--- src/rtl/rsv_pkg.sv ---
package rsv_pkg;

  localparam int CTRL_ADDR = 0;
  localparam int SRC_ADDR  = 1;

  localparam int CTRL_EN_BIT  = 7;
  localparam int CTRL_VOK_BIT = 6;
  localparam int CTRL_WOK_BIT = 5;
  localparam int CTRL_IE_BIT  = 3;

  localparam int SRC_PIN_BIT = 0;
  localparam int SRC_SUP_BIT = 1;
  localparam int SRC_CLK_BIT = 2;
  localparam int SRC_SEL_BIT = 4;

  // cause vector: field order matches flag bit order (pin = bit 0)
  typedef struct packed {
    logic clk;
    logic sup;
    logic pin;
  } cause_t;

  function automatic logic [7:0] pack_ctrl(input logic en, input logic vok,
                                           input logic wok, input logic ie);
    logic [7:0] v;
    v = '0;
    v[CTRL_EN_BIT]  = en;
    v[CTRL_VOK_BIT] = vok;
    v[CTRL_WOK_BIT] = wok;
    v[CTRL_IE_BIT]  = ie;
    return v;
  endfunction

  function automatic logic [7:0] pack_src(input cause_t fl, input logic sel);
    logic [7:0] v;
    v = '0;
    v[SRC_PIN_BIT] = fl.pin;
    v[SRC_SUP_BIT] = fl.sup;
    v[SRC_CLK_BIT] = fl.clk;
    v[SRC_SEL_BIT] = sel;
    return v;
  endfunction

  // fresh reset replaces the record, an ongoing one accumulates
  function automatic cause_t merge_flags(input cause_t cur, input cause_t now,
                                         input logic fresh);
    return fresh ? now : (cur | now);
  endfunction

endpackage

--- src/rtl/rsv_sync.sv ---
module rsv_sync #(
  parameter int            W       = 1,
  parameter int            STAGES  = 2,
  parameter logic [W-1:0]  RST_VAL = '0
) (
  input  logic         clk,
  input  logic         rst_n,
  input  logic [W-1:0] d,
  output logic [W-1:0] q
);
  logic [W-1:0] st [STAGES];

  genvar g;
  generate
    for (g = 0; g < STAGES; g++) begin : g_stage
      if (g == 0) begin : g_first
        always_ff @(posedge clk or negedge rst_n) begin
          if (!rst_n) st[0] <= RST_VAL;
          else        st[0] <= d;
        end
      end else begin : g_next
        always_ff @(posedge clk or negedge rst_n) begin
          if (!rst_n) st[g] <= RST_VAL;
          else        st[g] <= st[g-1];
        end
      end
    end
  endgenerate

  assign q = st[STAGES-1];
endmodule

--- src/rtl/rsv_clk_watch.sv ---
module rsv_clk_watch #(
  parameter int TIMEOUT = 25000
) (
  input  logic clk,
  input  logic rst_n,
  input  logic lvl,
  output logic edge_seen,
  output logic fire
);
  localparam int CW = $clog2(TIMEOUT + 1);
  localparam logic [CW-1:0] LIMIT = CW'(TIMEOUT);

  logic          prev_q;
  logic [CW-1:0] cnt_q;

  assign edge_seen = lvl ^ prev_q;
  assign fire      = (cnt_q == LIMIT);

  always_ff @(posedge clk or negedge rst_n) begin
    if (!rst_n) begin
      prev_q <= 1'b0;
      cnt_q  <= '0;
    end else begin
      prev_q <= lvl;
      if (edge_seen)        cnt_q <= '0;
      else if (!fire)       cnt_q <= cnt_q + 1'b1;
    end
  end

  p_cnt_bound_r5: assert property (@(posedge clk) disable iff (!rst_n)
    cnt_q <= LIMIT);
  p_edge_quiets_r5: assert property (@(posedge clk) disable iff (!rst_n)
    edge_seen |=> !fire);
endmodule

--- src/rtl/rsv_stretch.sv ---
module rsv_stretch #(
  parameter int STRETCH = 16
) (
  input  logic clk,
  input  logic rst_n,
  input  logic cause_any,
  output logic in_rst,
  output logic fresh
);
  localparam int SW = $clog2(STRETCH + 1);
  localparam logic [SW-1:0] LAST = SW'(STRETCH - 1);

  logic [SW-1:0] cnt_q;

  assign fresh = cause_any & ~in_rst;

  always_ff @(posedge clk or negedge rst_n) begin
    if (!rst_n) begin
      in_rst <= 1'b1;
      cnt_q  <= '0;
    end else if (cause_any) begin
      in_rst <= 1'b1;
      cnt_q  <= '0;
    end else if (in_rst) begin
      if (cnt_q == LAST) begin
        in_rst <= 1'b0;
        cnt_q  <= '0;
      end else begin
        cnt_q <= cnt_q + 1'b1;
      end
    end
  end

  p_assert_on_cause_r6: assert property (@(posedge clk) disable iff (!rst_n)
    cause_any |=> in_rst);
  p_release_quiet_r6: assert property (@(posedge clk) disable iff (!rst_n)
    $fell(in_rst) |-> $past(!cause_any));
endmodule

--- src/rtl/rsv_regs.sv ---
module rsv_regs
  import rsv_pkg::*;
#(
  parameter int ADDR_W = 2
) (
  input  logic              clk,
  input  logic              rst_n,
  input  logic [ADDR_W-1:0] addr,
  input  logic              wr_en,
  input  logic [7:0]        wr_data,
  input  logic              vok_s,
  input  logic              wok_s,
  input  cause_t            causes,
  input  logic              cause_any,
  input  logic              fresh,
  output logic [7:0]        rd_data,
  output logic              mon_en,
  output logic              sup_sel,
  output logic              irq_en,
  output cause_t            flags
);
  logic wr_ctrl, wr_src;
  logic unused_wr_bits;

  assign wr_ctrl = wr_en && (addr == ADDR_W'(CTRL_ADDR));
  assign wr_src  = wr_en && (addr == ADDR_W'(SRC_ADDR));
  assign unused_wr_bits = ^{wr_data[6:5], wr_data[2:0]};

  always_ff @(posedge clk or negedge rst_n) begin
    if (!rst_n) begin
      mon_en  <= 1'b1;
      irq_en  <= 1'b0;
      sup_sel <= 1'b0;
    end else begin
      if (wr_ctrl) begin
        mon_en <= wr_data[CTRL_EN_BIT];
        irq_en <= wr_data[CTRL_IE_BIT];
      end
      if (wr_src) sup_sel <= wr_data[SRC_SEL_BIT];
    end
  end

  always_ff @(posedge clk or negedge rst_n) begin
    if (!rst_n)         flags <= '0;
    else if (cause_any) flags <= merge_flags(flags, causes, fresh);
  end

  always_comb begin
    rd_data = '0;
    if (addr == ADDR_W'(CTRL_ADDR))
      rd_data = pack_ctrl(mon_en, vok_s, wok_s, irq_en);
    else if (addr == ADDR_W'(SRC_ADDR))
      rd_data = pack_src(flags, sup_sel);
  end

  p_ctrl_write_r1: assert property (@(posedge clk) disable iff (!rst_n)
    wr_ctrl |=> (mon_en == $past(wr_data[CTRL_EN_BIT])) &&
                (irq_en == $past(wr_data[CTRL_IE_BIT])));
  p_flag_fresh_r7: assert property (@(posedge clk) disable iff (!rst_n)
    fresh |=> flags == $past(causes));
  p_flags_hold_r7: assert property (@(posedge clk) disable iff (!rst_n)
    !cause_any |=> $stable(flags));
endmodule

--- src/rtl/rst_supervisor.sv ---
module rst_supervisor
  import rsv_pkg::*;
#(
  parameter int ADDR_W      = 2,
  parameter int SYNC_STAGES = 2,
  parameter int MCD_TIMEOUT = 25000,
  parameter int STRETCH     = 16
) (
  input  logic              clk,
  input  logic              por_n,
  input  logic              ext_rst_n,
  input  logic              sys_clk_in,
  input  logic              vdd_ok,
  input  logic              vdd_warn_ok,
  input  logic [ADDR_W-1:0] addr,
  input  logic              wr_en,
  input  logic [7:0]        wr_data,
  output logic [7:0]        rd_data,
  output logic              sys_rst_n,
  output logic              warn_irq
);
  localparam int NSYNC = 4;

  logic [NSYNC-1:0] raw_in, syn;
  logic pin_s, vok_s, wok_s, sclk_s;
  logic mcd_fire, mcd_edge;
  logic mon_en, sup_sel, irq_en;
  logic in_rst, fresh, cause_any;
  cause_t causes, flags;

  assign raw_in = {sys_clk_in, vdd_warn_ok, vdd_ok, ext_rst_n};

  rsv_sync #(.W(NSYNC), .STAGES(SYNC_STAGES), .RST_VAL(4'b0111)) u_sync (
    .clk(clk), .rst_n(por_n), .d(raw_in), .q(syn)
  );

  assign {sclk_s, wok_s, vok_s, pin_s} = syn;

  rsv_clk_watch #(.TIMEOUT(MCD_TIMEOUT)) u_watch (
    .clk(clk), .rst_n(por_n), .lvl(sclk_s),
    .edge_seen(mcd_edge), .fire(mcd_fire)
  );

  assign causes.pin = ~pin_s;
  assign causes.sup = mon_en & sup_sel & ~vok_s;
  assign causes.clk = mcd_fire;
  assign cause_any  = |causes;

  rsv_stretch #(.STRETCH(STRETCH)) u_stretch (
    .clk(clk), .rst_n(por_n), .cause_any(cause_any),
    .in_rst(in_rst), .fresh(fresh)
  );

  rsv_regs #(.ADDR_W(ADDR_W)) u_regs (
    .clk(clk), .rst_n(por_n), .addr(addr), .wr_en(wr_en), .wr_data(wr_data),
    .vok_s(vok_s), .wok_s(wok_s), .causes(causes), .cause_any(cause_any),
    .fresh(fresh), .rd_data(rd_data), .mon_en(mon_en), .sup_sel(sup_sel),
    .irq_en(irq_en), .flags(flags)
  );

  assign sys_rst_n = ~in_rst;
  assign warn_irq  = irq_en & ~wok_s;

  p_supply_gate_r3: assert property (@(posedge clk) disable iff (!por_n)
    $rose(flags.sup) |-> $past(mon_en && sup_sel));
  p_irq_needs_ie_r8: assert property (@(posedge clk) disable iff (!por_n)
    warn_irq |-> irq_en);
  p_clk_flag_src_r5: assert property (@(posedge clk) disable iff (!por_n)
    $rose(flags.clk) |-> $past(mcd_fire) && !$past(mcd_edge));
endmodule

--- config.mk ---
export PLATFORM = sky130hd
export DESIGN_NAME = rst_supervisor
export DESIGN_NICKNAME = d
export VERILOG_FILES = /design/src/rtl/rsv_pkg.sv /design/src/rtl/rsv_sync.sv /design/src/rtl/rsv_clk_watch.sv /design/src/rtl/rsv_stretch.sv /design/src/rtl/rsv_regs.sv /design/src/rtl/rst_supervisor.sv
export SDC_FILE = /design/constraint.sdc
export NUM_CORES = 1
export LEC_CHECK = 0
export BUFFER_PORTS_ARGS = -buffer_cell sky130_fd_sc_hd__buf_4
export CAP_MARGIN = 20
export CORE_AREA = 3 3 87 48
export CTS_CLUSTER_DIAMETER = 60
export DETAILED_ROUTE_END_ITERATION = 6
export DIE_AREA = 0 0 90 51
export HOLD_SLACK_MARGIN = 0.06
export PLACE_DENSITY = 0.75
export SKIP_CTS_REPAIR_TIMING = 1
export SYNTH_ARGS = -nofsm -noshare
export SYNTH_HDL_FRONTEND = slang
export SYNTH_SLANG_ARGS = --single-unit
--- constraint.sdc ---
create_clock -name clk -period 1.7 [get_ports clk]
set_clock_uncertainty 0.05 [all_clocks]
set_input_delay 0.255 -clock clk [delete_from_list [all_inputs] [get_ports clk]]
set_output_delay 0.255 -clock clk [all_outputs]
set_load 0.01 [all_outputs]
======== After elaboration in Yosys (flattened, before gate mapping) ========
Index checks and enable logic that the tools add are counted.
storage, ports and cells
  flip-flop bits (word level) ............. 36
  bits of input ports ..................... 17
  output and inout port bits .............. 10
  word-level logic and storage cells ...... 44
cells by class
  $add $sub $neg .......................... 2
  equality and inequality tests ........... 4
  mux-type cells .......................... 11
  bitwise operators ....................... 10
  reductions and logical operators ........ 5
operators by type and width
  operator                                              count
  2-to-1 mux 15 bit                                     2
  2-to-1 mux 5 bit                                      4
  adder 15 x 1 -> 15 bit (second input constant)        1
  equality test 15 bit (second input constant)          1
  2-to-1 mux 8 bit                                      1
  adder 5 x 1 -> 5 bit (second input constant)          1
  equality test 5 x 4 -> 1 bit (second input constant)  1
  AND 1 bit                                             4
  inverter 1 bit                                        4
  2-to-1 mux 1 bit                                      3
  2-to-1 mux 3 bit                                      1
  bitwise OR 3 bit                                      1
  OR reduction 3 bit                                    1
  equality test 2 x 1 -> 1 bit (second input constant)  1
  logical AND 1 bit                                     2
  zero test 2 bit                                       1
  != test 2 x 1 -> 1 bit (second input constant)        1
  nonzero test 2 bit                                    1
  bitwise XOR 1 bit                                     1

======== Longest topological paths before layout ========
Gate-level depths: netlist of the first run.
  depth after elaboration ................. 5
  gate-level depth with buffers ........... 6

======== By module ========
A second synthesis of the first run with hierarchy kept.
unflattened totals
  cells, all modules ...................... 153
  area total of the unflattened synthesis .. 1734.2 sq um
modules (own cells, without submodules)
  module          instances  cells each  area an instance (sq um)  seq. area each (sq um)
  rsv_clk_watch   1          82          865.8                     400.4
  rsv_regs        1          25          299.0                     151.4
  rsv_stretch     1          27          292.8                     151.4
  rsv_sync        1          12          237.7                     207.7
  rst_supervisor  1          7           38.8                      0.0

======== Worst setup path after synthesis of the first run ========
Ideal clock, no wire load.
  path kind ............................... register -> register
  start point ............................. register u_watch.cnt_q[2]
  end point ............................... register u_watch.cnt_q[1]
  setup time .............................. 0.079 ns
  data arrival time ....................... 1.627 ns
  required time ........................... 1.571 ns
  setup slack ............................. -0.057 ns
  stages on the path, launching flop included .. 5
  buffers on the path ..................... 1
  period minus slack after synthesis ...... 1.757 ns
  cell sequence ........................... dfrtp_1 -> or4b_4 -> nor4_4 -> buf_6 -> mux2i_1
between the ends
  word-level cells in the longest chain between the ends .. 2
ends and longest elaborated chain
  item                                     RTL line             RTL
  start: declaration                       rsv_clk_watch.sv:14  logic [CW-1:0] cnt_q;
  start signal: assignment                 rsv_clk_watch.sv:26  else if (!fire) cnt_q <= cnt_q + 1'b1;
  equality test 15 bit                     rsv_clk_watch.sv:17  assign fire = (cnt_q == LIMIT);
  != test 2 x 1 -> 1 bit (no source line)  n/a
Every way passes these cells.
A chain may end at the register's enable or synchronous reset.

======== Final worst setup path of the first run ========
  start point ............................. register u_watch.cnt_q[0]
  end point ............................... register, netlist name u_regs.flags[1]
between the ends
  word-level cells in the longest chain between the ends .. 4
ends and longest elaborated chain
  item                      RTL line              RTL
  equality test 15 bit (*)  rsv_clk_watch.sv:17
  OR reduction 3 bit (*)    rst_supervisor.sv:47  assign cause_any = |causes;
  AND 1 bit                 rsv_stretch.sv:15     assign fresh = cause_any & ~in_rst;
  2-to-1 mux 3 bit          rsv_pkg.sv:47         return fresh ? now : (cur | now);
Mark *: on every way between the ends. The rest lies on a longest branch, timed or not.

==> impl_metrics.xml, run 1 <==
<?xml version="1.0" encoding="UTF-8"?>
<metrics>
  <group name="cells_and_area">
    <metric name="final_nets" unit="">225</metric>
    <metric name="antennaDiodeCount" unit="">0</metric>
    <metric name="layout-drive-gt1-share" unit="%">34.0</metric>
    <metric name="n_fill_cell" unit="">244</metric>
    <metric name="flow.area_growth_from_synthesis" unit="%">32.3</metric>
    <metric name="final_cell_area" unit="um^2">2240</metric>
  </group>
  <group name="setup_path">
    <metric name="critical_path.cell_chain" unit="">inv_2, ha_4, or4bb_4, nor4_4, buf_4, buf_6, o211ai_1</metric>
    <metric name="critical_path_top_delay_cell" unit="">sky130_fd_sc_hd__or4bb_4</metric>
    <metric name="crit_buf_inv" unit="">3</metric>
    <metric name="worstPathMaxFanout" unit="">5</metric>
    <metric name="critical_path.endpoint_type" unit="">flop</metric>
    <metric name="worst_ep_arrival_time" unit="ps">1910</metric>
    <metric name="cp_data_required_time" unit="ps">1800</metric>
    <metric name="path_delay_family" unit="">simple AND/OR/NAND/NOR gates</metric>
    <metric name="critical_path.startpoint_type" unit="">flop</metric>
    <metric name="critical-path-max-stage-delay" unit="ps">460</metric>
    <metric name="setup_cp_type" unit="">flop to flop</metric>
  </group>
  <group name="timing">
    <metric name="tightestPinTransition" unit="ps">443</metric>
    <metric name="rsz0062_at_grt" unit="">true</metric>
    <metric name="setup_viol_count_final" unit="">11</metric>
    <metric name="finalCritPeriodShare" unit="%">106</metric>
    <metric name="final_hold_slack" unit="ps">150</metric>
    <metric name="timing.final.crit_period" unit="ps">1810</metric>
    <metric name="final_critical_path_setup_slack" unit="ps">-107</metric>
    <metric name="final-hold-violation-count" unit="">0</metric>
    <metric name="slew_viol_final" unit="">0</metric>
    <metric name="max-slew-margin-rel" unit="%">70.5</metric>
    <metric name="fmax" unit="MHz">553</metric>
  </group>
  <group name="die">
    <metric name="die_height" unit="um">51</metric>
    <metric name="initial_standard_cell_utilization_of_the_core" unit="%">49.6</metric>
    <metric name="num_io_pins" unit="">27</metric>
    <metric name="core" unit="um^2">3420</metric>
    <metric name="die_w" unit="um">90</metric>
    <metric name="rows" unit="">15</metric>
    <metric name="dieArea" unit="um^2">4590</metric>
  </group>
  <group name="flow_run">
    <metric name="cap_viol_max_count" unit="">0</metric>
  </group>
  <group name="yosys">
    <metric name="synth.ff_latch_count" unit="">36</metric>
    <metric name="seq_area_frac_synth" unit="%">53.7</metric>
    <metric name="netlist_area" unit="um^2">1700</metric>
    <metric name="synth_area_per_cell" unit="um^2">10.8</metric>
    <metric name="synthesis.yosys.warnings" unit="">0</metric>
    <metric name="ys.flop_type" unit="">sky130_fd_sc_hd__dfrtp_1</metric>
    <metric name="syn_nets" unit="">177</metric>
    <metric name="postSynth.asyncResetShare" unit="%">100</metric>
    <metric name="number_of_instances_in_the_synthesized_netlist" unit="">157</metric>
    <metric name="yosysUniqueCellTypes" unit="">34</metric>
    <metric name="synth_enable_flop_cells" unit="">0</metric>
  </group>
  <group name="clock_network">
    <metric name="total_number_of_clock_tree_sinks" unit="">36</metric>
    <metric name="clk_tree_root_cell" unit="">sky130_fd_sc_hd__clkbuf_8</metric>
    <metric name="path_clk_slew" unit="ps">70</metric>
    <metric name="clock_latency" unit="ps">280</metric>
    <metric name="clock_tree_from_tritoncts" unit="">built</metric>
    <metric name="cts_buffers" unit="">5</metric>
    <metric name="ctsLongestPathBuffers" unit="">2</metric>
    <metric name="cts_htree_levels" unit="">2</metric>
  </group>
  <group name="global_routing">
    <metric name="largest_net_degree_at_the_start_of_global_routing" unit="">37</metric>
    <metric name="total_overflow_reported_by_the_global_router" unit="">0</metric>
    <metric name="wire_length_of_the_first_global_routing_pass" unit="um">5770</metric>
    <metric name="groute.usage.overall" unit="%">15.9</metric>
    <metric name="global_route.usage.met3" unit="%">3.82</metric>
    <metric name="grt_antenna_before_repair" unit="">0</metric>
    <metric name="top_usage_layer" unit="">met2</metric>
    <metric name="grt_pass1_vias" unit="">1287</metric>
    <metric name="grt_use_met1" unit="%">17.5</metric>
    <metric name="gr-usage-met2" unit="%">29.9</metric>
  </group>
  <group name="placement">
    <metric name="place_hpwl" unit="um">2410</metric>
    <metric name="finalWeightedCongestion" unit="">0.812</metric>
    <metric name="detailed_place.area" unit="um^2">2000</metric>
    <metric name="count_of_port_buffers_added_during_placement" unit="">21</metric>
  </group>
  <group name="power_and_ir_drop">
    <metric name="sw_frac_of_total" unit="%">23.1</metric>
    <metric name="final_total_power" unit="uW">1910</metric>
    <metric name="pwr-share-seq" unit="%">49.6</metric>
    <metric name="internal_power" unit="uW">1470</metric>
    <metric name="power_density" unit="nW/um^2">850</metric>
    <metric name="power_frac_comb" unit="%">12.2</metric>
    <metric name="share_clk_of_total_power" unit="%">38.1</metric>
    <metric name="p_switching" unit="uW">440</metric>
    <metric name="vdd.ir_drop.worst" unit="uV">444</metric>
    <metric name="p_leak" unit="uW">0.000970</metric>
  </group>
  <group name="run_status">
    <metric name="status" unit="">finished with violations</metric>
    <metric name="failed_checks" unit="">setup timing</metric>
  </group>
  <group name="detailed_routing">
    <metric name="finalWirelength" unit="um">3520</metric>
    <metric name="detail_route.wl_per_cell" unit="um">13.7</metric>
    <metric name="detailedRoute.firstPassIterationCount" unit="">4</metric>
    <metric name="vias_per_cell" unit="">5.26</metric>
    <metric name="drc" unit="">0</metric>
    <metric name="final_antenna_net_count" unit="">0</metric>
    <metric name="detail_route.iter0.violations" unit="">88</metric>
    <metric name="routed_vias" unit="">1353</metric>
  </group>
  <group name="hold_path">
    <metric name="min-delay-path-class" unit="">primary input to flop</metric>
  </group>
</metrics>
## registers in the layout, summed over array words and instances, names as in the netlist
signal	count
u_regs.mon_en	1
u_watch.cnt_q	15
u_watch.prev_q	1
u_regs.irq_en	1
u_stretch.in_rst	1
u_regs.sup_sel	1
u_stretch.cnt_q	5
u_sync.q	4
u_sync.st	4
u_regs.flags	3
## final timing paths
path,start,endpoint,slack [ps],cells after the start
max,u_watch.cnt_q[0],u_regs.flags[1],-110,7
max in group asynchronous,por_n,u_regs.mon_en,850,2
min in group asynchronous,por_n,u_sync.st[7],410,2
max reg2reg,u_watch.cnt_q[0],u_regs.flags[1],-110,7
min,wr_data[4],u_regs.sup_sel,150,2
min reg2reg,u_sync.st[7],u_sync.q[3],300,0
## Yosys cell counts, drive strengths merged, types with 4 or more instances
cell type | count | area (um^2)
o21ai | 5 | 25.0
mux2 | 4 | 45.0
inv | 6 | 22.5
nor4 | 4 | 40.0
o31ai | 4 | 30.0
nand4 | 5 | 31.3
or4 | 4 | 30.0
dfrtp | 28 | 701
nand3 | 7 | 35.0
mux2i | 5 | 50.1
dfstp | 8 | 210
a21oi | 8 | 40.0
nand2 | 19 | 71.3
and2 | 8 | 50.1
nand3b | 4 | 30.0
## worst reg2reg max path, stage by stage (launching register included)
cell and delay [ps]:
sky130_fd_sc_hd__dfrtp_1 430, sky130_fd_sc_hd__inv_2 100, sky130_fd_sc_hd__ha_4 130, sky130_fd_sc_hd__or4bb_4 460, sky130_fd_sc_hd__nor4_4 160, sky130_fd_sc_hd__buf_4 160
sky130_fd_sc_hd__buf_6 100, sky130_fd_sc_hd__o211ai_1 90
## metrics by stage
stage / TNS (ps) / setup slack [ps] / utilization (%) / std cells
3_5_place_dp: -233 / -78.7 / 58.5 / 239
2_1_floorplan: -68.7 / -36.4 / - / 157
6_report: -841 / -107 / 65.7 / 257
5_1_grt: -1620 / -164 / 65.7 / 257
3_3_place_gp: 0 / 1.55 / 58.5 / 239
4_1_cts: -534 / -106 / 61.7 / 247
## cell usage in the layout (no fill, tap or decap), drive strengths merged, types with 4 or more instances in the layout
cell / count
nand3b: 4
dlygate4sd3: 5
nand2: 19
clkbuf: 6
nand3: 7
a21oi: 8
inv: 6
and2: 8
o21ai: 5
dfrtp: 28
or4: 4
mux2i: 5
mux2: 4
nor4: 4
nand4: 5
o31ai: 4
buf: 40
dfstp: 8
## kinds of logic after synthesis
logic type / share of synthesized area [%]
compound gates: 8.71
xor+xnor: 2.58
fa+ha+maj: 2.21
buf+inv: 2.66
flops: 53.7
mux: 5.61
simple gates: 24.5
## power groups by stage
stage	sequential (uW)	combinational, uW	clock [uW]
floorplan	954	101	0
global placement	955	198	0
detailed placement	959	207	0
CTS	944	208	751
global route	953	265	788
finish	946	233	727
## layout make-up
| type | instances | area [um^2] | area share [%] |
|---|---|---|---|
| Sequential cell | 36 | 911 | 40.6 |
| Multi-Input combinational cell | 111 | 787 | 35.1 |
| Timing Repair Buffer | 45 | 352 | 15.7 |
| Clock buffer | 6 | 72.6 | 3.23 |
| Tap cell | 51 | 63.8 | 2.84 |
| Clock inverter | 2 | 35.0 | 1.56 |
| Inverter | 6 | 22.5 | 1.00 |
## per-layer routing
metal  part of all wire, %  up-vias
met3                   3.3        6
met1                    44      657
li1                      -      662
met5                     0        -
met4                   1.2        0
met2                    51       28
Note: power is estimated with default switching activity, not from simulation.
==> run 2: changes to the inputs <==
--- a/config.mk
+++ b/config.mk
@@ -7,10 +7,12 @@
 export LEC_CHECK = 0
 export BUFFER_PORTS_ARGS = -buffer_cell sky130_fd_sc_hd__buf_4
 export CAP_MARGIN = 20
-export CORE_AREA = 3 3 87 48
+export CELL_PAD_IN_SITES_DETAIL_PLACEMENT = 1
+export CELL_PAD_IN_SITES_GLOBAL_PLACEMENT = 1
+export CORE_AREA = 3 3 98 53
 export CTS_CLUSTER_DIAMETER = 60
 export DETAILED_ROUTE_END_ITERATION = 6
-export DIE_AREA = 0 0 90 51
+export DIE_AREA = 0 0 101 56
 export HOLD_SLACK_MARGIN = 0.06
 export PLACE_DENSITY = 0.75
 export SKIP_CTS_REPAIR_TIMING = 1
==> run 2 against run 1 <==
- the flow still finishes with violations (setup timing)
- sequential share of layout area shrank 1.4 points
- die area grew 23%
- clock-buffer cell count grew 1
- sequential power is essentially flat
- flip-flop and latch count is the same
- wire length grew 25%
- critical path depth is the same
- hold slack lost 3.8 ps
- design area grew 3.5%
- non-clock buffer count grew 4
- maximum frequency grew 1.0%
- combinational power grew 8%
- critical endpoint is now u_watch.cnt_q[2]
- largest cell class unchanged
==> impl_metrics.xml, run 2 (synthesis gave the netlist of run 1 again) <==
<?xml version="1.0" encoding="UTF-8"?>
<metrics>
  <group name="detailed_routing">
    <metric name="detailedRoute.firstPassIterationCount" unit="">4</metric>
    <metric name="vias_per_cell" unit="">5.27</metric>
    <metric name="final_antenna_net_count" unit="">0</metric>
    <metric name="routed_vias" unit="">1408</metric>
    <metric name="finalWirelength" unit="um">4410</metric>
    <metric name="detail_route.iter0.violations" unit="">29</metric>
    <metric name="detail_route.wl_per_cell" unit="um">16.5</metric>
    <metric name="drc" unit="">0</metric>
  </group>
  <group name="clock_network">
    <metric name="cts_buffers" unit="">5</metric>
    <metric name="clock_tree_from_tritoncts" unit="">built</metric>
    <metric name="ctsLongestPathBuffers" unit="">2</metric>
    <metric name="clock_latency" unit="ps">280</metric>
    <metric name="clk_tree_root_cell" unit="">sky130_fd_sc_hd__clkbuf_8</metric>
    <metric name="cts_htree_levels" unit="">2</metric>
    <metric name="total_number_of_clock_tree_sinks" unit="">36</metric>
    <metric name="path_clk_slew" unit="ps">70</metric>
  </group>
  <group name="die">
    <metric name="dieArea" unit="um^2">5660</metric>
    <metric name="die_w" unit="um">101</metric>
    <metric name="core" unit="um^2">4380</metric>
    <metric name="rows" unit="">17</metric>
    <metric name="num_io_pins" unit="">27</metric>
    <metric name="die_height" unit="um">56</metric>
    <metric name="initial_standard_cell_utilization_of_the_core" unit="%">38.7</metric>
  </group>
  <group name="timing">
    <metric name="tightestPinTransition" unit="ps">457</metric>
    <metric name="final_critical_path_setup_slack" unit="ps">-89.3</metric>
    <metric name="max-slew-margin-rel" unit="%">69.6</metric>
    <metric name="timing.final.crit_period" unit="ps">1790</metric>
    <metric name="slew_viol_final" unit="">0</metric>
    <metric name="final-hold-violation-count" unit="">0</metric>
    <metric name="rsz0062_at_grt" unit="">true</metric>
    <metric name="finalCritPeriodShare" unit="%">105</metric>
    <metric name="setup_viol_count_final" unit="">11</metric>
    <metric name="tns" unit="ps">-487</metric>
    <metric name="fmax" unit="MHz">559</metric>
  </group>
  <group name="cells_and_area">
    <metric name="flow.area_growth_from_synthesis" unit="%">37.0</metric>
    <metric name="antennaDiodeCount" unit="">0</metric>
    <metric name="largestRegisters" unit="">u_watch.cnt_q x15, u_stretch.cnt_q x5</metric>
    <metric name="layout.cells.non_filler" unit="">267</metric>
    <metric name="final_nets" unit="">229</metric>
    <metric name="largest_reg_flops" unit="">15</metric>
    <metric name="most-common-layout-cells" unit="">sky130_fd_sc_hd__buf_4 (43), sky130_fd_sc_hd__dfrtp_1 (28), sky130_fd_sc_hd__nand2_1 (19)</metric>
    <metric name="ff_latch_area" unit="um^2">911</metric>
    <metric name="layout-drive-gt1-share" unit="%">35.7</metric>
    <metric name="commonest_non_fill_non_tap_cell_in_the_layout" unit="">sky130_fd_sc_hd__buf_4</metric>
    <metric name="n_fill_cell" unit="">498</metric>
    <metric name="regMostFlops" unit="">u_watch.cnt_q</metric>
    <metric name="multi_input_comb_area" unit="um^2">807</metric>
  </group>
  <group name="setup_path">
    <metric name="regToRegEndpoint" unit="">u_watch.cnt_q[2]</metric>
    <metric name="worstPathMaxFanout" unit="">2</metric>
    <metric name="worst_ep_arrival_time" unit="ps">1920</metric>
    <metric name="crit-reg2reg-launch" unit="">u_watch.cnt_q[0]</metric>
    <metric name="setup_cp_type" unit="">flop to flop</metric>
    <metric name="cp_data_required_time" unit="ps">1830</metric>
    <metric name="reg2reg_setup_slack" unit="ps">-90</metric>
    <metric name="critical-path-max-stage-delay" unit="ps">470</metric>
    <metric name="critical_path.cell_chain" unit="">inv_2, ha_1, or4bb_4, nor4_4, buf_4, buf_4, o21ai_2</metric>
    <metric name="critical_path.endpoint_type" unit="">flop</metric>
    <metric name="worst_r2r_path_depth" unit="">7</metric>
    <metric name="critical_path_top_delay_cell" unit="">sky130_fd_sc_hd__or4bb_4</metric>
    <metric name="critical_path.startpoint_type" unit="">flop</metric>
    <metric name="critPathMostFrequentCell" unit="">sky130_fd_sc_hd__buf_4</metric>
  </group>
  <group name="power_and_ir_drop">
    <metric name="power_density" unit="nW/um^2">869</metric>
    <metric name="p_switching" unit="uW">467</metric>
    <metric name="p_leak" unit="uW">0.00102</metric>
    <metric name="vdd.ir_drop.worst" unit="uV">347</metric>
    <metric name="internal_power" unit="uW">1550</metric>
    <metric name="pwr-share-seq" unit="%">46.7</metric>
    <metric name="sw_frac_of_total" unit="%">23.1</metric>
    <metric name="power_frac_comb" unit="%">12.4</metric>
    <metric name="share_clk_of_total_power" unit="%">40.9</metric>
    <metric name="final_total_power" unit="uW">2020</metric>
  </group>
  <group name="hold_path">
    <metric name="hold_start" unit="">wr_data[3]</metric>
    <metric name="hold_path_depth" unit="">2</metric>
    <metric name="min-delay-path-class" unit="">primary input to flop</metric>
    <metric name="hold_end" unit="">u_regs.irq_en</metric>
  </group>
  <group name="global_routing">
    <metric name="groute.usage.overall" unit="%">15.4</metric>
    <metric name="wire_length_of_the_first_global_routing_pass" unit="um">6900</metric>
    <metric name="total_overflow_reported_by_the_global_router" unit="">0</metric>
    <metric name="global_route.usage.met3" unit="%">3.13</metric>
    <metric name="grt_pass1_vias" unit="">1433</metric>
    <metric name="largest_net_degree_at_the_start_of_global_routing" unit="">37</metric>
    <metric name="gr-usage-met2" unit="%">26.8</metric>
    <metric name="grt_use_met1" unit="%">18.8</metric>
    <metric name="top_usage_layer" unit="">met2</metric>
    <metric name="grt_antenna_before_repair" unit="">0</metric>
  </group>
  <group name="run_status">
    <metric name="failed_checks" unit="">setup timing</metric>
    <metric name="status" unit="">finished with violations</metric>
  </group>
  <group name="placement">
    <metric name="count_of_port_buffers_added_during_placement" unit="">21</metric>
    <metric name="dp.cells" unit="">248</metric>
    <metric name="place_hpwl" unit="um">2770</metric>
    <metric name="finalWeightedCongestion" unit="">0.725</metric>
  </group>
  <group name="flow_run">
    <metric name="cap_viol_max_count" unit="">0</metric>
  </group>
</metrics>
[run 2: changes by cell type in the layout (fill, tap and decap cells not counted)]
cell,delta
sky130_fd_sc_hd__buf_4,+5
sky130_fd_sc_hd__clkbuf_8,+2
sky130_fd_sc_hd__buf_2,-1
sky130_fd_sc_hd__clkbuf_1,-1
sky130_fd_sc_hd__clkinv_2,-1
sky130_fd_sc_hd__ha_1,+1
sky130_fd_sc_hd__ha_2,-1
sky130_fd_sc_hd__nand3_2,-1
sky130_fd_sc_hd__nand3_4,+1
sky130_fd_sc_hd__nor4_1,-1
sky130_fd_sc_hd__nor4_4,+1
[run 2: worst max-delay path: cells and delay by family, from the launching register on]
kind / cells / cell delay [ps]
compound gates: 1 / 50
fa+ha+maj: 1 / 160
buf+inv: 3 / 350
flops: 1 / 410
simple gates: 2 / 660
[run 2: power groups by stage]
stage	Combinational, uW	Clock (uW)	Sequential (uW)
2_1_floorplan	101	0	954
4_1_cts	218	852	942
3_3_place_gp	205	0	953
6_report	251	825	943
5_1_grt	281	896	948
3_5_place_dp	217	0	957
[run 2: worst max-delay path by stage]
stage / startpoint / end / depth (start not counted)
after global routing: u_watch.cnt_q[0] / u_watch.cnt_q[1] / 6
after floorplan: u_watch.cnt_q[2] / u_watch.cnt_q[1] / 4
after CTS: u_watch.cnt_q[6] / u_watch.cnt_q[0] / 4
final: u_watch.cnt_q[0] / u_watch.cnt_q[2] / 7
after global placement: u_watch.cnt_q[6] / u_watch.cnt_q[0] / 4
after detailed placement: u_watch.cnt_q[0] / u_watch.cnt_q[0] / 6
[run 2: through the flow]
| step | setup slack (ps) | hold WS (ps) | instance area (um^2) | utilization, % |
|---|---|---|---|---|
| floorplan | -36.4 | -90.6 | 1700 | - |
| global placement | -21.6 | 189 | 2030 | 46.3 |
| detailed placement | -64.7 | 193 | 2030 | 46.3 |
| CTS | -100 | -127 | 2160 | 49.2 |
| global route | -196 | 132 | 2320 | 53.0 |
| finish | -89.3 | 146 | 2320 | 53.0 |
[run 2: routing by layer]
metal	routed length, um	vias to the layer above
li1	-	663
met1	1840	707
met2	2350	30
met3	144	8
met4	78	0
met5	0	-
[run 2: final cells by class]
class	count	area share, %
Multi-Input combinational cell	111	34.8
Timing Repair Buffer	49	16.5
Clock buffer	7	4.15
Inverter	6	0.970
Tap cell	57	3.07
Clock inverter	1	1.29
Sequential cell	36	39.2
==> run 3: changes to the inputs <==
--- a/config.mk
+++ b/config.mk
@@ -14,8 +14,9 @@
 export DETAILED_ROUTE_END_ITERATION = 6
 export DIE_AREA = 0 0 101 56
 export HOLD_SLACK_MARGIN = 0.06
-export PLACE_DENSITY = 0.75
+export PLACE_DENSITY = 0.76
 export SKIP_CTS_REPAIR_TIMING = 1
 export SYNTH_ARGS = -nofsm -noshare
 export SYNTH_HDL_FRONTEND = slang
+export SYNTH_HIERARCHICAL = 1
 export SYNTH_SLANG_ARGS = --single-unit
==> run 3 against run 2 <==
- the flow still finishes with violations (setup timing)
- sequential power up 0.6%
- largest cell class unchanged
- utilization down 0.46 points
- design area down 0.86%
- maximum frequency down 0.64%
- clock-buffer cell count unchanged
- setup slack worse by 12 ps
- cell count down 1.5%
- highest routed layer unchanged
- power down 8.4%
==> impl_metrics.xml, run 3 <==
<?xml version="1.0" encoding="UTF-8"?>
<metrics>
  <group name="die">
    <metric name="core" unit="um^2">4380</metric>
    <metric name="die_w" unit="um">101</metric>
    <metric name="num_io_pins" unit="">27</metric>
    <metric name="rows" unit="">17</metric>
    <metric name="initial_standard_cell_utilization_of_the_core" unit="%">39.6</metric>
    <metric name="die_height" unit="um">56</metric>
    <metric name="dieArea" unit="um^2">5660</metric>
  </group>
  <group name="run_status">
    <metric name="status" unit="">finished with violations</metric>
    <metric name="failed_checks" unit="">setup timing</metric>
  </group>
  <group name="flow_run">
    <metric name="cap_viol_max_count" unit="">0</metric>
  </group>
  <group name="setup_path">
    <metric name="setup_cp_type" unit="">flop to flop</metric>
    <metric name="worst_r2r_path_depth" unit="">10</metric>
    <metric name="critical_path.startpoint_type" unit="">flop</metric>
    <metric name="critical_path.endpoint_type" unit="">flop</metric>
    <metric name="cp_data_required_time" unit="ps">1830</metric>
    <metric name="reg2reg_setup_slack" unit="ps">-100</metric>
    <metric name="worst_ep_arrival_time" unit="ps">1930</metric>
    <metric name="worstPathMaxFanout" unit="">6</metric>
  </group>
  <group name="yosys">
    <metric name="seq_area_frac_synth" unit="%">52.5</metric>
    <metric name="yosys.area.top_type_share" unit="%">40.4</metric>
    <metric name="netlist_area" unit="um^2">1730</metric>
    <metric name="yosysUniqueCellTypes" unit="">37</metric>
    <metric name="synth.ff_latch_count" unit="">36</metric>
    <metric name="synth.most_common_cell" unit="">sky130_fd_sc_hd__dfrtp_1</metric>
    <metric name="yosys-top-cells-count" unit="">sky130_fd_sc_hd__dfrtp_1 (28), sky130_fd_sc_hd__nor2_1 (20), sky130_fd_sc_hd__and2_1 (10)</metric>
    <metric name="postSynth.asyncResetShare" unit="%">100</metric>
    <metric name="syn_nets" unit="">173</metric>
    <metric name="synth.area.top_cells" unit="">sky130_fd_sc_hd__dfrtp_1 (40%), sky130_fd_sc_hd__dfstp_2 (12%), sky130_fd_sc_hd__xnor2_1 (4.5%)</metric>
    <metric name="netlist.top_cell.by_area" unit="">sky130_fd_sc_hd__dfrtp_1</metric>
    <metric name="synth_enable_flop_cells" unit="">0</metric>
    <metric name="ys.flop_type" unit="">sky130_fd_sc_hd__dfrtp_1</metric>
    <metric name="synthesis.yosys.warnings" unit="">6</metric>
    <metric name="synth_area_per_cell" unit="um^2">11.3</metric>
    <metric name="number_of_instances_in_the_synthesized_netlist" unit="">153</metric>
  </group>
  <group name="placement">
    <metric name="dp.cells" unit="">247</metric>
    <metric name="finalWeightedCongestion" unit="">0.760</metric>
    <metric name="place_hpwl" unit="um">2880</metric>
    <metric name="count_of_port_buffers_added_during_placement" unit="">21</metric>
    <metric name="detailed_place.area" unit="um^2">2090</metric>
  </group>
  <group name="clock_network">
    <metric name="clock_tree_from_tritoncts" unit="">built</metric>
    <metric name="clock_latency" unit="ps">290</metric>
    <metric name="total_number_of_clock_tree_sinks" unit="">36</metric>
    <metric name="cts_htree_levels" unit="">2</metric>
    <metric name="clk_tree_root_cell" unit="">sky130_fd_sc_hd__clkbuf_8</metric>
    <metric name="path_clk_slew" unit="ps">70</metric>
    <metric name="cts_buffers" unit="">5</metric>
    <metric name="ctsLongestPathBuffers" unit="">2</metric>
  </group>
  <group name="timing">
    <metric name="final_hold_slack" unit="ps">140</metric>
    <metric name="tightestPinTransition" unit="ps">465</metric>
    <metric name="timing.final.crit_period" unit="ps">1800</metric>
    <metric name="final_critical_path_setup_slack" unit="ps">-101</metric>
    <metric name="fmax" unit="MHz">555</metric>
    <metric name="finalCritPeriodShare" unit="%">106</metric>
    <metric name="setup_viol_count_final" unit="">6</metric>
    <metric name="final-hold-violation-count" unit="">0</metric>
    <metric name="slew_viol_final" unit="">0</metric>
    <metric name="rsz0062_at_grt" unit="">true</metric>
    <metric name="max-slew-margin-rel" unit="%">69.0</metric>
  </group>
  <group name="detailed_routing">
    <metric name="detail_route.iter0.violations" unit="">33</metric>
    <metric name="drc" unit="">0</metric>
    <metric name="detail_route.wl_per_cell" unit="um">15.3</metric>
    <metric name="vias_per_cell" unit="">4.92</metric>
    <metric name="routed_vias" unit="">1294</metric>
    <metric name="finalWirelength" unit="um">4020</metric>
    <metric name="final_antenna_net_count" unit="">0</metric>
    <metric name="detailedRoute.firstPassIterationCount" unit="">4</metric>
  </group>
  <group name="global_routing">
    <metric name="groute.usage.overall" unit="%">15.4</metric>
    <metric name="grt_antenna_before_repair" unit="">0</metric>
    <metric name="largest_net_degree_at_the_start_of_global_routing" unit="">37</metric>
    <metric name="wire_length_of_the_first_global_routing_pass" unit="um">6800</metric>
    <metric name="grt_pass1_vias" unit="">1447</metric>
    <metric name="total_overflow_reported_by_the_global_router" unit="">0</metric>
  </group>
  <group name="hold_path">
    <metric name="hold_path_depth" unit="">2</metric>
    <metric name="min-delay-path-class" unit="">primary input to flop</metric>
  </group>
  <group name="power_and_ir_drop">
    <metric name="sw_frac_of_total" unit="%">25.5</metric>
    <metric name="share_clk_of_total_power" unit="%">34.6</metric>
    <metric name="vdd.ir_drop.worst" unit="uV">358</metric>
    <metric name="internal_power" unit="uW">1380</metric>
    <metric name="p_leak" unit="uW">0.00107</metric>
    <metric name="power_frac_comb" unit="%">14.0</metric>
    <metric name="pwr-share-seq" unit="%">51.3</metric>
    <metric name="p_switching" unit="uW">471</metric>
    <metric name="power_density" unit="nW/um^2">803</metric>
    <metric name="final_total_power" unit="uW">1850</metric>
  </group>
  <group name="cells_and_area">
    <metric name="multi_input_comb_area" unit="um^2">808</metric>
    <metric name="final_nets" unit="">225</metric>
    <metric name="largest_reg_flops" unit="">15</metric>
    <metric name="layout.cells.non_filler" unit="">263</metric>
    <metric name="n_fill_cell" unit="">487</metric>
    <metric name="largestRegisters" unit="">u_watch/cnt_q x15, u_stretch/cnt_q x5</metric>
    <metric name="final_cell_area" unit="um^2">2300</metric>
    <metric name="ff_latch_area" unit="um^2">911</metric>
    <metric name="commonest_non_fill_non_tap_cell_in_the_layout" unit="">sky130_fd_sc_hd__buf_4</metric>
    <metric name="most-common-layout-cells" unit="">sky130_fd_sc_hd__buf_4 (45), sky130_fd_sc_hd__dfrtp_1 (28), sky130_fd_sc_hd__nor2_1 (20)</metric>
    <metric name="regMostFlops" unit="">u_watch/cnt_q</metric>
    <metric name="antennaDiodeCount" unit="">0</metric>
    <metric name="layout-drive-gt1-share" unit="%">38.8</metric>
    <metric name="flow.area_growth_from_synthesis" unit="%">32.8</metric>
    <metric name="utilization" unit="%">52.5</metric>
  </group>
</metrics>
[run 3: changes by cell type after synthesis, moves of 7 or more]
cell / delta
sky130_fd_sc_hd__xnor2_1: +7
sky130_fd_sc_hd__nor2_1: +17
sky130_fd_sc_hd__nand2_1: -10
sky130_fd_sc_hd__a21oi_1: -8
[run 3: kinds of logic after synthesis]
group / Yosys count / share of synthesized area (%)
AOI/OAI and AO/OA: 9 / 4.76
xor gates and xnor gates: 16 / 8.08
adders and majority gates: 3 / 2.16
buffers and inverters: 13 / 3.68
DFF: 36 / 52.5
muxes: 5 / 3.39
and+or+nand+nor: 71 / 25.4
[run 3: cell type report]
cell class              instances  share of cell area (%)
flip-flops and latches         36                    39.6
multi-input cells             104                    35.1
repair buffers                 50                    16.8
clock buffers                   7                    3.75
well taps                      57                    3.10
inverters                       8                    1.30
clock inverters                 1                   0.326
[run 3: power by group through the flow]
stage               clock network [uW]  registers (uW)  logic [uW]
floorplan                            0             963         125
global placement                     0             961         229
detailed placement                   0             966         241
CTS                                665             950         242
global route                       710             957         291
finish                             640             949         259
[run 3: path summary, 6_finish.rpt]
path	from	endpoint
min reg2reg	u_sync/st[6]	u_sync/q[2]
min	wr_data[3]	u_regs/irq_en
max in group asynchronous	por_n	u_sync/st[6]
min in group asynchronous	por_n	u_stretch/cnt_q[3]
max reg2reg	u_watch/cnt_q[0]	u_regs/flags[1]
max	u_watch/cnt_q[0]	u_regs/flags[1]
[run 3: through the flow]
stage          worst slack, ps  TNS, ps
5_1_grt                   -207    -1320
3_3_place_gp             -85.8     -297
3_5_place_dp              -141     -699
2_1_floorplan             -134     -614
6_report                  -101     -309
4_1_cts                   -187     -961
[run 3: worst max-delay path, stage by stage, from the launching register on]
cell	delay [ps]
sky130_fd_sc_hd__dfrtp_1	380
sky130_fd_sc_hd__inv_1	60
sky130_fd_sc_hd__ha_1	130
sky130_fd_sc_hd__and4b_2	240
sky130_fd_sc_hd__nand4_1	140
sky130_fd_sc_hd__inv_2	130
sky130_fd_sc_hd__nor2b_4	50
sky130_fd_sc_hd__o21ai_4	80
sky130_fd_sc_hd__and2b_2	200
sky130_fd_sc_hd__nand2_2	60
sky130_fd_sc_hd__a22o_1	180
[run 3: metal layers]
metal | up-vias | GRT usage (%) | routed length, um
li1 | 621 | - | -
met1 | 651 | 17.8 | 1750
met2 | 15 | 27.4 | 2120
met3 | 7 | 3.75 | 95
met4 | 0 | 5.68 | 56
met5 | - | 0 | 0
